File: src/rtl/atapi_pkt_pkg.sv
package atapi_pkt_pkg;
   // register selects {bank, a2..a0}
   localparam logic [3:0] SEL_DATA = 4'h0;
   localparam logic [3:0] SEL_STAT = 4'h7;  // read: status, write: command
   localparam logic [3:0] SEL_ALT  = 4'hE;  // read: alt status, write: device control
   localparam logic [7:0] OPC_PACKET = 8'hA0;
   localparam int ST_BSY   = 7;
   localparam int ST_DRQ   = 3;
   localparam int ST_ERR   = 0;
   localparam int CTL_NIEN = 1;

   typedef enum logic [3:0] {
      S_IDLE, S_CTL, S_CMD, S_SETTLE, S_POLL_A,
      S_SEND, S_PACE, S_ALT_B, S_IRQ, S_CHK_B
   } seq_state_e;
endpackage

File: src/rtl/atapi_settle_timer.sv
module atapi_settle_timer #(
   parameter int CYCLES = 20
) (
   input  logic clk,
   input  logic rst_n,
   input  logic load,
   output logic expired
);
   generate
      if (CYCLES <= 1) begin : g_none
         assign expired = 1'b1;
      end else begin : g_cnt
         localparam int CW = $clog2(CYCLES + 1);
         logic [CW-1:0] cnt;
         always_ff @(posedge clk or negedge rst_n) begin
            if (!rst_n)          cnt <= '0;
            else if (load)       cnt <= CW'(CYCLES - 1);
            else if (cnt != '0)  cnt <= cnt - 1'b1;
         end
         assign expired = (cnt == '0);
      end
   endgenerate
endmodule

File: src/rtl/atapi_word_pick.sv
module atapi_word_pick #(
   parameter int PKT_BYTES  = 12,
   parameter int WORD_BYTES = 2,
   parameter int NUM_WORDS  = PKT_BYTES / WORD_BYTES,
   parameter int IDX_W      = $clog2(NUM_WORDS)
) (
   input  logic [PKT_BYTES*8-1:0]  pkt,
   input  logic [IDX_W-1:0]        idx,
   output logic [WORD_BYTES*8-1:0] word
);
   logic [WORD_BYTES*8-1:0] words [NUM_WORDS];

   // low byte first: byte (w*WORD_BYTES + b) lands on lane b
   for (genvar w = 0; w < NUM_WORDS; w++) begin : g_word
      for (genvar b = 0; b < WORD_BYTES; b++) begin : g_lane
         assign words[w][8*b +: 8] = pkt[8*(w*WORD_BYTES + b) +: 8];
      end
   end

   always_comb begin
      word = '0;
      for (int w = 0; w < NUM_WORDS; w++)
         if (idx == IDX_W'(w)) word = words[w];
   end
endmodule

File: src/rtl/atapi_pkt_seq.sv
module atapi_pkt_seq
   import atapi_pkt_pkg::*;
#(
   parameter int NUM_WORDS = 6,
   parameter int WORD_W    = 16,
   parameter int IDX_W     = 3
) (
   input  logic              clk,
   input  logic              rst_n,
   input  logic              start,
   input  logic              nien_cfg,
   input  logic              intrq,
   input  logic [7:0]        stat,
   input  logic              settle_done,
   input  logic [WORD_W-1:0] word,
   output logic [IDX_W-1:0]  idx,
   output logic              capture,
   output logic              settle_load,
   output logic [3:0]        bus_sel,
   output logic              bus_rd,
   output logic              bus_wr,
   output logic [WORD_W-1:0] bus_wdata,
   output logic              busy,
   output logic              done,
   output logic              data_phase_req,
   output logic              err
);
   localparam logic [IDX_W-1:0] LAST = IDX_W'(NUM_WORDS - 1);

   seq_state_e state;
   logic       nien_q;
   logic       bsy, drq;

   assign bsy = stat[ST_BSY];
   assign drq = stat[ST_DRQ];

   always_ff @(posedge clk or negedge rst_n) begin
      if (!rst_n) begin
         state          <= S_IDLE;
         idx            <= '0;
         nien_q         <= 1'b0;
         done           <= 1'b0;
         data_phase_req <= 1'b0;
         err            <= 1'b0;
      end else begin
         done <= 1'b0;
         case (state)
            S_IDLE: if (start) begin
               state          <= S_CTL;
               idx            <= '0;
               nien_q         <= nien_cfg;
               data_phase_req <= 1'b0;
               err            <= 1'b0;
            end
            S_CTL:    state <= S_CMD;
            S_CMD:    state <= S_SETTLE;
            S_SETTLE: if (settle_done) state <= S_POLL_A;
            S_POLL_A: if (!bsy && drq) state <= S_SEND;
            S_SEND: begin
               if (idx == LAST) state <= nien_q ? S_ALT_B : S_IRQ;
               else             state <= S_PACE;
            end
            S_PACE: begin
               idx   <= idx + 1'b1;
               state <= S_SEND;
            end
            S_ALT_B:  state <= S_CHK_B;
            S_IRQ:    if (intrq) state <= S_CHK_B;
            S_CHK_B: if (!bsy) begin
               done           <= 1'b1;
               data_phase_req <= drq;
               err            <= stat[ST_ERR];
               state          <= S_IDLE;
            end
            default: state <= S_IDLE;
         endcase
      end
   end

   always_comb begin
      bus_sel   = SEL_DATA;
      bus_rd    = 1'b0;
      bus_wr    = 1'b0;
      bus_wdata = '0;
      case (state)
         S_CTL: begin
            bus_wr    = 1'b1;
            bus_sel   = SEL_ALT;
            bus_wdata = {{(WORD_W-CTL_NIEN-1){1'b0}}, nien_q, {CTL_NIEN{1'b0}}};
         end
         S_CMD: begin
            bus_wr    = 1'b1;
            bus_sel   = SEL_STAT;
            bus_wdata = {{(WORD_W-8){1'b0}}, OPC_PACKET};
         end
         S_POLL_A, S_CHK_B: begin
            bus_rd  = 1'b1;
            bus_sel = SEL_STAT;
         end
         S_SEND: begin
            bus_wr    = 1'b1;
            bus_sel   = SEL_DATA;
            bus_wdata = word;
         end
         S_PACE, S_ALT_B: begin
            bus_rd  = 1'b1;
            bus_sel = SEL_ALT;
         end
         default: ;
      endcase
   end

   assign capture     = (state == S_IDLE) && start;
   assign settle_load = (state == S_CMD);
   assign busy        = (state != S_IDLE);
endmodule

File: src/rtl/atapi_pkt_engine.sv
module atapi_pkt_engine #(
   parameter int PKT_BYTES     = 12,
   parameter int WORD_BYTES    = 2,
   parameter int CLK_PERIOD_PS = 20000,
   parameter int SETTLE_PS     = 400000
) (
   input  logic                    clk,
   input  logic                    rst_n,
   input  logic                    start,
   input  logic                    nien_cfg,
   input  logic [PKT_BYTES*8-1:0]  cmd_pkt,
   input  logic                    intrq,
   output logic [3:0]              bus_sel,
   output logic                    bus_rd,
   output logic                    bus_wr,
   output logic [WORD_BYTES*8-1:0] bus_wdata,
   input  logic [7:0]              bus_rdata,
   output logic                    busy,
   output logic                    done,
   output logic                    data_phase_req,
   output logic                    err
);
   localparam int WORD_W     = WORD_BYTES * 8;
   localparam int NUM_WORDS  = PKT_BYTES / WORD_BYTES;
   localparam int IDX_W      = (NUM_WORDS > 1) ? $clog2(NUM_WORDS) : 1;
   localparam int SETTLE_CYC = (SETTLE_PS + CLK_PERIOD_PS - 1) / CLK_PERIOD_PS;

   if (PKT_BYTES % WORD_BYTES != 0) begin : g_bad_split
      $error("packet length must be a whole number of words");
   end
   if (WORD_BYTES < 1) begin : g_bad_word
      $error("word must hold at least one byte");
   end
   if (CLK_PERIOD_PS <= 0) begin : g_bad_clk
      $error("clock period must be positive");
   end

   logic [PKT_BYTES*8-1:0] pkt_q;
   logic [IDX_W-1:0]       idx;
   logic [WORD_W-1:0]      word;
   logic                   capture, settle_load, settle_done;

   always_ff @(posedge clk or negedge rst_n) begin
      if (!rst_n)       pkt_q <= '0;
      else if (capture) pkt_q <= cmd_pkt;
   end

   atapi_word_pick #(
      .PKT_BYTES(PKT_BYTES), .WORD_BYTES(WORD_BYTES),
      .NUM_WORDS(NUM_WORDS), .IDX_W(IDX_W)
   ) u_pick (
      .pkt(pkt_q), .idx(idx), .word(word)
   );

   atapi_settle_timer #(.CYCLES(SETTLE_CYC)) u_settle (
      .clk(clk), .rst_n(rst_n), .load(settle_load), .expired(settle_done)
   );

   atapi_pkt_seq #(
      .NUM_WORDS(NUM_WORDS), .WORD_W(WORD_W), .IDX_W(IDX_W)
   ) u_seq (
      .clk(clk), .rst_n(rst_n), .start(start), .nien_cfg(nien_cfg),
      .intrq(intrq), .stat(bus_rdata), .settle_done(settle_done),
      .word(word), .idx(idx), .capture(capture), .settle_load(settle_load),
      .bus_sel(bus_sel), .bus_rd(bus_rd), .bus_wr(bus_wr),
      .bus_wdata(bus_wdata), .busy(busy), .done(done),
      .data_phase_req(data_phase_req), .err(err)
   );
endmodule

File: config.mk
export PLATFORM = sky130hd
export DESIGN_NAME = atapi_pkt_engine
export DESIGN_NICKNAME = d
export VERILOG_FILES = /design/src/rtl/atapi_pkt_pkg.sv /design/src/rtl/atapi_settle_timer.sv /design/src/rtl/atapi_word_pick.sv /design/src/rtl/atapi_pkt_seq.sv /design/src/rtl/atapi_pkt_engine.sv
export SDC_FILE = /design/constraint.sdc
export NUM_CORES = 1
export LEC_CHECK = 0
export CAP_MARGIN = 20
export CELL_PAD_IN_SITES_DETAIL_PLACEMENT = 0
export CELL_PAD_IN_SITES_GLOBAL_PLACEMENT = 1
export CORE_UTILIZATION = 39
export DETAILED_ROUTE_END_ITERATION = 7
export GPL_TIMING_DRIVEN = 0
export PLACE_DENSITY_LB_ADDON = 0.1
export SETUP_SLACK_MARGIN = 0.5
export SYNTH_ARGS = -nofsm -noshare
export SYNTH_HDL_FRONTEND = slang
export SYNTH_SLANG_ARGS = --single-unit
export TNS_END_PERCENT = 5
File: constraint.sdc
create_clock -name clk -period 2.7 [get_ports clk]
set_input_delay 0.405 -clock clk [delete_from_list [all_inputs] [get_ports clk]]
set_output_delay 0.405 -clock clk [all_outputs]
set_load 0.02 [all_outputs]
---- Word level (Yosys, flattened, before mapping) ----
Index checks and enable logic that the tools add are counted.
word-level totals
  bits in registers ....................... 112
  input port bits ......................... 109
  output and inout bits ................... 26
cells by class
  equal/unequal tests ..................... 19
  add/subtract/negate cells ............... 2
  reductions and logical operators ........ 19
  multiplexer cells ....................... 29
operators by type and width
  operator               count
  $mux W16               6
  $pmux W16 S3           1
  $pmux W4 S10           1
  $mux W4                7
  $eq A4 B3 Y1 const B   4
  $mux W5                2
  $reduce_or A3 Y1       3
  $eq A4 B2 Y1 const B   2
  $eq A4 B4 Y1 const B   2
  $ne A2 B2 Y1 const B   4
  $pmux W4 S2            1
  $mux W1                7
  $eq A3 B2 Y1 const B   2
  $eq A3 B3 Y1 const B   2
  $pmux W3 S2            1
  $reduce_bool A2 Y1     3
  $logic_not A5 Y1       1
  $reduce_and A5 Y1      1
  $reduce_bool A5 Y1     1
  $sub A5 B1 Y5 const B  1
  $eq A4 B1 Y1 const B   1
  $logic_not A4 Y1       1
  $pmux W1 S2            2
  $reduce_and A2 Y1      2
  other kinds (10)       11

---- Longest topological paths before layout ----
Gate-level depths: netlist (run 1).
  depth after elaboration ................. 8
  depth in mapped cells ................... 10
  mapped depth without buffers ............ 6

---- Modules after synthesis ----
Synthesis (run 1) repeated with hierarchy kept, for this count alone.
second synthesis, totals
  cells, all modules ...................... 444
  area, all modules ....................... 5,861.9 um2
modules (own cells, without submodules)
  module              area each (um2)  instances  sequential area each (um2)  cells an instance
  atapi_pkt_engine    3,764.9          1          2,402.3                     203
  atapi_word_pick     964.7            1          0.0                         114
  atapi_pkt_seq       864.6            1          275.3                       102
  atapi_settle_timer  267.8            1          125.1                       25

---- Worst setup path after synthesis (run 1) ----
OpenSTA, ideal clock, no wires.
  kind .................................... reg-to-output
  start point ............................. register u_seq.idx[2]
  end point ............................... output bus_wdata[11]
  stages on the path, launching flop included .. 11
  path slack .............................. 60 ps
  path buffers ............................ 4
  arrival ................................. 2,235 ps
  cells stage by stage .................... dfrtp_1 -> clkbuf_1 -> inv_1 -> ha_1 -> buf_6 -> or2_1 -> buf_2 -> buf_6 -> a221o_1 -> a31o_2 -> a21oi_1
on the way
  word-level cells in the longest chain between the ends .. 8
  elaborated cells on any way between the ends .. 13
  those cells by class .................... eq/ne (5); mux (7); reduce/logical (1)
RTL lines
  item                    line                    RTL
  from (decl)             atapi_pkt_seq.sv:16     output logic [IDX_W-1:0] idx,
  from (signal assigned)  atapi_pkt_seq.sv:64     idx <= idx + 1'b1;
  $logic_not A3 Y1        atapi_word_pick.sv:23   if (idx == IDX_W'(w)) word = words[w];
  $mux W16 (5 in a row)   atapi_word_pick.sv:23
  $mux W16 (*)            atapi_word_pick.sv:23
  $pmux W16 S3 (*)        atapi_pkt_seq.sv:85     case (state)
  to (decl)               atapi_pkt_engine.sv:16  output logic [WORD_BYTES*8-1:0] bus_wdata,
Mark *: on every way between the ends. The rest lies on a longest branch, timed or not.

---- Worst setup path in the final report (run 1) ----
  start point ............................. register u_seq.idx[1]
  end point ............................... output bus_wdata[4]
The elaborated chain is that of the path after synthesis.

==> results.sh, run 1 <==
export IMPL_grtUsageTotal_pct=22.34
export IMPL_finalSetupViolCount=16
export IMPL_ctsLongestPathBuffers=2
export IMPL_drtAntennaViolNets=0
export IMPL_cpMaxStageDelayCell="dfrtp_1"
export IMPL_mostFrequentLayoutCell="dfrtp_1"
export IMPL_pin_count=135
export IMPL_via_per_inst=5.389
export IMPL_synthTopCellsByArea="dfrtp_1 50%, mux2_2 19%, a21oi_1 3.1%"
export IMPL_clk_pin_slew_ps=70
export IMPL_skew_ps=5.110
export IMPL_start_kind="flip-flop"
export IMPL_critPathMaxFanout=7
export IMPL_final_cell_mix="110 x dfrtp_1, 106 x clkdlybuf4s50_1, 97 x mux2_2"
export IMPL_post_dp_cell_area_um2=7286
export IMPL_rsz0062_at_grt="yes"
export IMPL_yosysTopAreaCellShare_pct=50.01
export IMPL_synthFlopType="dfrtp_1"
export IMPL_place_hpwl_mm=11.46
export IMPL_violations="setup timing"
export IMPL_syn_area_um2=5604
export IMPL_vias=4451
export IMPL_antenna_found_initial=0
export IMPL_ff2ff_path_depth=6
export IMPL_cp_required_ps=2300
export IMPL_portBuffers=129
export IMPL_grt_pass1_vias=4344
export IMPL_arrival_ps=2610
export IMPL_power_leakage_uw=0.003254
export IMPL_first_iter_violations=252
export IMPL_wl_mm=15.98
export IMPL_status="finished, violations left"
export IMPL_async_flop_share_pct=100.0
export IMPL_drc=0
export IMPL_syn_inst=489
export IMPL_min_path_type="in -> async"
export IMPL_post_route_worst_setup_slack_ps=-315.4
export IMPL_layout_drive_gt1_share_pct=34.21
export IMPL_num_antenna_cells=0
export IMPL_drt_pass1_iter_count=5
export IMPL_grt_first_pass_wirelength_mm=24.32
export IMPL_fin_crit_ps=3015
export IMPL_gr_total_overflow=0
export IMPL_syn_to_final_growth_pct=38.78
export IMPL_synth_seq_cells=112
export IMPL_cp_end_kind="output pin"
export IMPL_clk_latency_ps=350
export IMPL_nets=757
export IMPL_start_util_pct=40.22
export IMPL_post_drt_wl_per_cell_um=19.35
export IMPL_worst_pin_slew_ps=561.2
export IMPL_cap_violations=0
export IMPL_path_class="reg -> out"
export IMPL_cts_buffers=9
export IMPL_grt_max_degree=87
export IMPL_powerDensity_nw_per_um2=1028
export IMPL_irDropWorstVdd_mv=0.5682
export IMPL_ys_types=47
export IMPL_root_buffer="clkbuf_16"
export IMPL_setup_tns_ps=-3522
export IMPL_crit_path_frequent_cell="buf_6"
export IMPL_ys_seq_area_share_pct=50.01
export IMPL_syn_nets=605
export IMPL_cts_tree="yes"
export IMPL_gp_congestion=0.8307
export IMPL_dieArea_um2=14850
export IMPL_synth_area_per_cell_um2=11.46
export IMPL_die_w_um=121.9
export IMPL_finalCritPeriodShare_pct=111.7
export IMPL_synth_edff_count=0
export IMPL_cts_sinks=112
export IMPL_cpPeakStageDelay_ps=430
export IMPL_core_rowCount=43
export IMPL_core_um2=13930
export IMPL_fin_area_um2=7777
export IMPL_path_cells="ha_4 > ha_4 > buf_6 > or2_1 > buf_6 > buf_8 > a221o_1 > a31o_1 > a21oi_4 > buf_6"
export IMPL_die_h_um=121.9
export IMPL_htree_levels=3
export IMPL_hold_violations=0
export IMPL_relSlewSlack_pct=62.43
export IMPL_yosysTopAreaCell="dfrtp_1"
export IMPL_yosys_warnings=0
export IMPL_finalMaxSlewViolations=0
export IMPL_fmax_mhz=331.6
[logic make-up after synthesis]
logic type / count (synthesis) / synth area share, %
compound gates: 107 / 13.15
xor+xnor: 3 / 0.4689
fa+ha+maj: 8 / 1.741
buf+inv: 61 / 5.247
flops: 112 / 50.01
mux: 98 / 19.67
simple gates: 100 / 9.712
[layer usage]
metal	GRT usage [%]	up-vias	wire length [um]
li1	-	2066	-
met1	31.78	2239	7345
met2	34.39	138	7453
met3	5.524	8	1046
met4	4.475	0	136
met5	0	-	0
[path summary, 6_finish.rpt]
kind,start,to,slack (ps)
max,u_seq.idx[1],bus_wdata[4],-320
min,rst_n,u_settle.g_cnt.cnt[0],480
min in group clk,pkt_q[73],pkt_q[73],510
min reg2reg,pkt_q[73],pkt_q[73],510
max in group asynchronous,rst_n,pkt_q[58],1520
max reg2reg,u_settle.g_cnt.cnt[0],u_seq.state[0],670
[sequential cells by signal (all words and copies together) (netlist names)]
register / count
u_seq.err: 1
u_seq.done: 1
u_settle.g_cnt.cnt: 5
u_seq.state: 4
pkt_q: 96
u_seq.idx: 3
u_seq.data_phase_req: 1
u_seq.nien_q: 1
[worst max-delay path, delay by kind of cell, from the launching register on]
family	cells	cell delay [ps]
flip-flops	1	430
adder cells (fa/ha/maj)	2	340
AO/OA/AOI/OAI	3	740
buffers and inverters	4	510
AND/OR/NAND/NOR	1	220
[area by class of cell]
| class | count | area, um^2 |
|---|---|---|
| Fill cell | 1261 | 6157 |
| Sequential cell | 112 | 2805 |
| Inverter | 24 | 90.09 |
| Buffer | 37 | 285.3 |
| Tap cell | 180 | 225.2 |
| Timing Repair Buffer | 141 | 1389 |
| Multi-Input combinational cell | 316 | 2683 |
| Clock inverter | 5 | 47.55 |
| Clock buffer | 11 | 252.7 |
[metrics by stage]
step / power, uW / instances / setup WS (ps) / hold slack, ps / utilization, %
3_3_place_gp: 6278 / 798 / -3207 / 480.8 / 51.97
5_1_grt: 8485 / 826 / -388.4 / 496.1 / 55.81
3_5_place_dp: 6375 / 800 / -590.0 / 291.9 / 52.29
4_1_cts: 7912 / 822 / -369.4 / 483.2 / 55.26
2_1_floorplan: 5218 / 489 / 274.8 / 109.4 / -
6_report: 7996 / 826 / -315.4 / 477.4 / 55.81
[power breakdown]
group          leakage [uW]  internal [uW]  switching, uW
clock network      0.000146            696            646
registers           0.00138           2490            465
logic               0.00172           1910           1790
total               0.00325           5100           2900
[synthesized netlist by cell type (2+ instances only)]
master,instances
a22o_1,2
xnor2_1,2
buf_4,3
a21oi_1,35
mux2_2,97
a31oi_1,3
nand4b_1,2
nand3_1,8
nor2_1,10
nand3b_1,16
o211ai_1,5
nor2b_1,4
nor3_1,2
inv_1,24
a31o_1,5
dfrtp_1,112
clkbuf_1,11
ha_1,7
nand2_1,42
buf_6,4
nand2b_1,4
o21ai_0,24
a221o_1,13
and2_1,2
a221oi_1,5
a31o_2,8
buf_2,19
[repair_timing]
item,4_1_cts,5_1_grt
hold buffers,1,0
setup buffers,4,4
gates resized for setup,117,31
cloned,1,0
setup endpoints to repair,23,22
pin swaps,9,9
hold endpoints to repair,26,0
(Power assumes the default switching activity.)
==> inputs of run 2 (changes only) <==
--- a/config.mk
+++ b/config.mk
@@ -13,6 +13,7 @@
 export GPL_TIMING_DRIVEN = 0
 export PLACE_DENSITY_LB_ADDON = 0.1
 export SETUP_SLACK_MARGIN = 0.5
+export SKIP_CTS_REPAIR_TIMING = 1
 export SYNTH_ARGS = -nofsm -noshare
 export SYNTH_HDL_FRONTEND = slang
 export SYNTH_SLANG_ARGS = --single-unit
==> run 2 against run 1 <==
Compared with the run above:
- the run still ends with setup timing left
- worst hold slack gained 2.4 ps
- final cell count shrank 0.97%
- maximum frequency shrank 1.4%
- largest power group unchanged
- setup slack lost 44 ps
- highest routed layer unchanged
- global-route usage shrank 0.36 points
- register-to-register slack is essentially flat
- utilization shrank 0.86 points
- critical path depth is the same
- combinational power shrank 6.2%
- sequential cell count is the same
==> results.sh, run 2 (synthesized netlist as in run 1, its figures left out) <==
export IMPL_status="finished, violations left"
export IMPL_violations="setup timing"
export IMPL_critPathMaxFanout=10
export IMPL_gr_total_overflow=0
export IMPL_finalSetupViolCount=16
export IMPL_hold_slack_ps=479.8
export IMPL_final_cell_mix="110 x dfrtp_1, 106 x clkdlybuf4s50_1, 97 x mux2_2"
export IMPL_power_frac_comb_pct=44.8
export IMPL_die_h_um=121.9
export IMPL_first_iter_violations=237
export IMPL_post_dp_cell_area_um2=7286
export IMPL_grt_first_pass_wirelength_mm=23.96
export IMPL_fin_crit_ps=3060
export IMPL_cts_sinks=112
export IMPL_regMostFlops="pkt_q"
export IMPL_ctsLongestPathBuffers=2
export IMPL_intPower_uw=4942
export IMPL_layout_drive_gt1_share_pct=32.45
export IMPL_arrival_ps=2650
export IMPL_clk_latency_ps=350
export IMPL_min_path_type="in -> async"
export IMPL_gp_congestion=0.8307
export IMPL_vias=4335
export IMPL_num_antenna_cells=0
export IMPL_power_net_switching_uw=2820
export IMPL_finalMaxSlewViolations=0
export IMPL_nFillCells=1266
export IMPL_dieArea_um2=14850
export IMPL_met3WireLength_um=826
export IMPL_worst_pin_slew_ps=581.8
export IMPL_pin_count=135
export IMPL_path_class="reg -> out"
export IMPL_post_route_worst_setup_slack_ps=-359.7
export IMPL_grt_pass1_vias=4289
export IMPL_power_leakage_uw=0.003247
export IMPL_start_kind="flip-flop"
export IMPL_crit_start="u_seq.idx[0]"
export IMPL_cp_required_ps=2300
export IMPL_via_per_inst=5.300
export IMPL_power_frac_clock_pct=17.2
export IMPL_largestRegisters="pkt_q x96, u_settle.g_cnt.cnt x5, u_seq.state x4"
export IMPL_core_um2=13930
export IMPL_syn_to_final_growth_pct=36.64
export IMPL_root_buffer="clkbuf_16"
export IMPL_cts_tree="yes"
export IMPL_met2_length_mm=7.397
export IMPL_portBuffers=129
export IMPL_pwr_share_seq_pct=38.0
export IMPL_powerDensity_nw_per_um2=1014
export IMPL_dp_cells=800
export IMPL_drc=0
export IMPL_mostFrequentLayoutCell="dfrtp_1"
export IMPL_cp_end_kind="output pin"
export IMPL_dpl_worst_slack_ps=-590.0
export IMPL_switching_share_pct=36.33
export IMPL_drtAntennaViolNets=0
export IMPL_htree_levels=3
export IMPL_antenna_found_initial=0
export IMPL_r2r_start="u_settle.g_cnt.cnt[0]"
export IMPL_hold_violations=0
export IMPL_cap_violations=0
export IMPL_core_rowCount=43
export IMPL_fin_area_um2=7657
export IMPL_drt_pass1_iter_count=5
export IMPL_finalCritPeriodShare_pct=113.3
export IMPL_nets=749
export IMPL_fmax_mhz=326.8
export IMPL_post_drt_wl_per_cell_um=19.18
export IMPL_wl_mm=15.69
export IMPL_largest_reg_flops=96
export IMPL_skew_ps=9.966
export IMPL_place_hpwl_mm=11.46
export IMPL_relSlewSlack_pct=61.05
export IMPL_rsz0062_at_grt="yes"
export IMPL_grtUsageTotal_pct=21.97
export IMPL_wl_met1_mm=7.367
export IMPL_die_w_um=121.9
export IMPL_final_cells=818
export IMPL_cts_buffers=9
export IMPL_grt_max_degree=87
export IMPL_irDropWorstVdd_mv=0.5622
export IMPL_clk_pin_slew_ps=70
export IMPL_start_util_pct=40.22
export IMPL_top_layer_used="met4"
run 2: cell types whose count changed in the layout (fill, tap and decap cells not counted), sizes merged:
cell / delta
dlygate4sd2: -2
buf: -13
clkbuf: +2
dlymetal6s2s: +5
run 2: path summary, 6_finish.rpt:
path	end	depth (start not counted)	slack, ps
setup / recovery	bus_wdata[4]	10	-360
hold / removal	u_settle.g_cnt.cnt[0]	2	480
setup reg to reg	u_seq.state[0]	6	660
hold reg to reg	pkt_q[73]	1	510
max in group asynchronous	u_seq.idx[0]	3	1520
min in group clk	pkt_q[73]	1	510
run 2: power groups by stage:
stage / clock (uW) / sequential (uW) / combinational, uW
global route: 1440 / 3050 / 3780
CTS: 1380 / 2940 / 3420
detailed placement: 0 / 2970 / 3400
global placement: 0 / 2950 / 3330
finish: 1340 / 2950 / 3470
floorplan: 0 / 2840 / 2370
run 2: layer usage:
| layer | GRT usage (%) | vias to the layer above |
|---|---|---|
| met3 | 5.431 | 4 |
| met2 | 33.65 | 109 |
| li1 | - | 2045 |
| met5 | 0 | - |
| met1 | 31.39 | 2177 |
| met4 | 4.475 | 0 |
run 2: stage by stage:
| stage | util, % | total power [uW] | TNS, ps |
|---|---|---|---|
| after floorplan | - | 5218 | 0 |
| after global routing | 54.95 | 8273 | -5673 |
| after CTS | 54.44 | 7736 | -13880 |
| after global placement | 51.97 | 6278 | -365440 |
| after detailed placement | 52.29 | 6375 | -7353 |
| final | 54.95 | 7762 | -3988 |
run 2: critical path: stages, from the launching register on:
cell	delay, ps
dfrtp_1	430
ha_2	210
ha_4	150
buf_6	130
or2_1	230
buf_6	140
buf_8	140
a221o_1	340
a31o_1	280
a21oi_4	120
buf_6	130
run 2: layout make-up:
class                           count  area (um^2)  area share, %
Buffer                             37        241.5          3.154
Clock buffer                       11        252.7          3.301
Clock inverter                      5        47.55         0.6209
Inverter                           24        90.09          1.176
Multi-Input combinational cell    316         2663          34.77
Sequential cell                   112         2805          36.63
Tap cell                          180        225.2          2.941
Timing Repair Buffer              133         1333          17.40
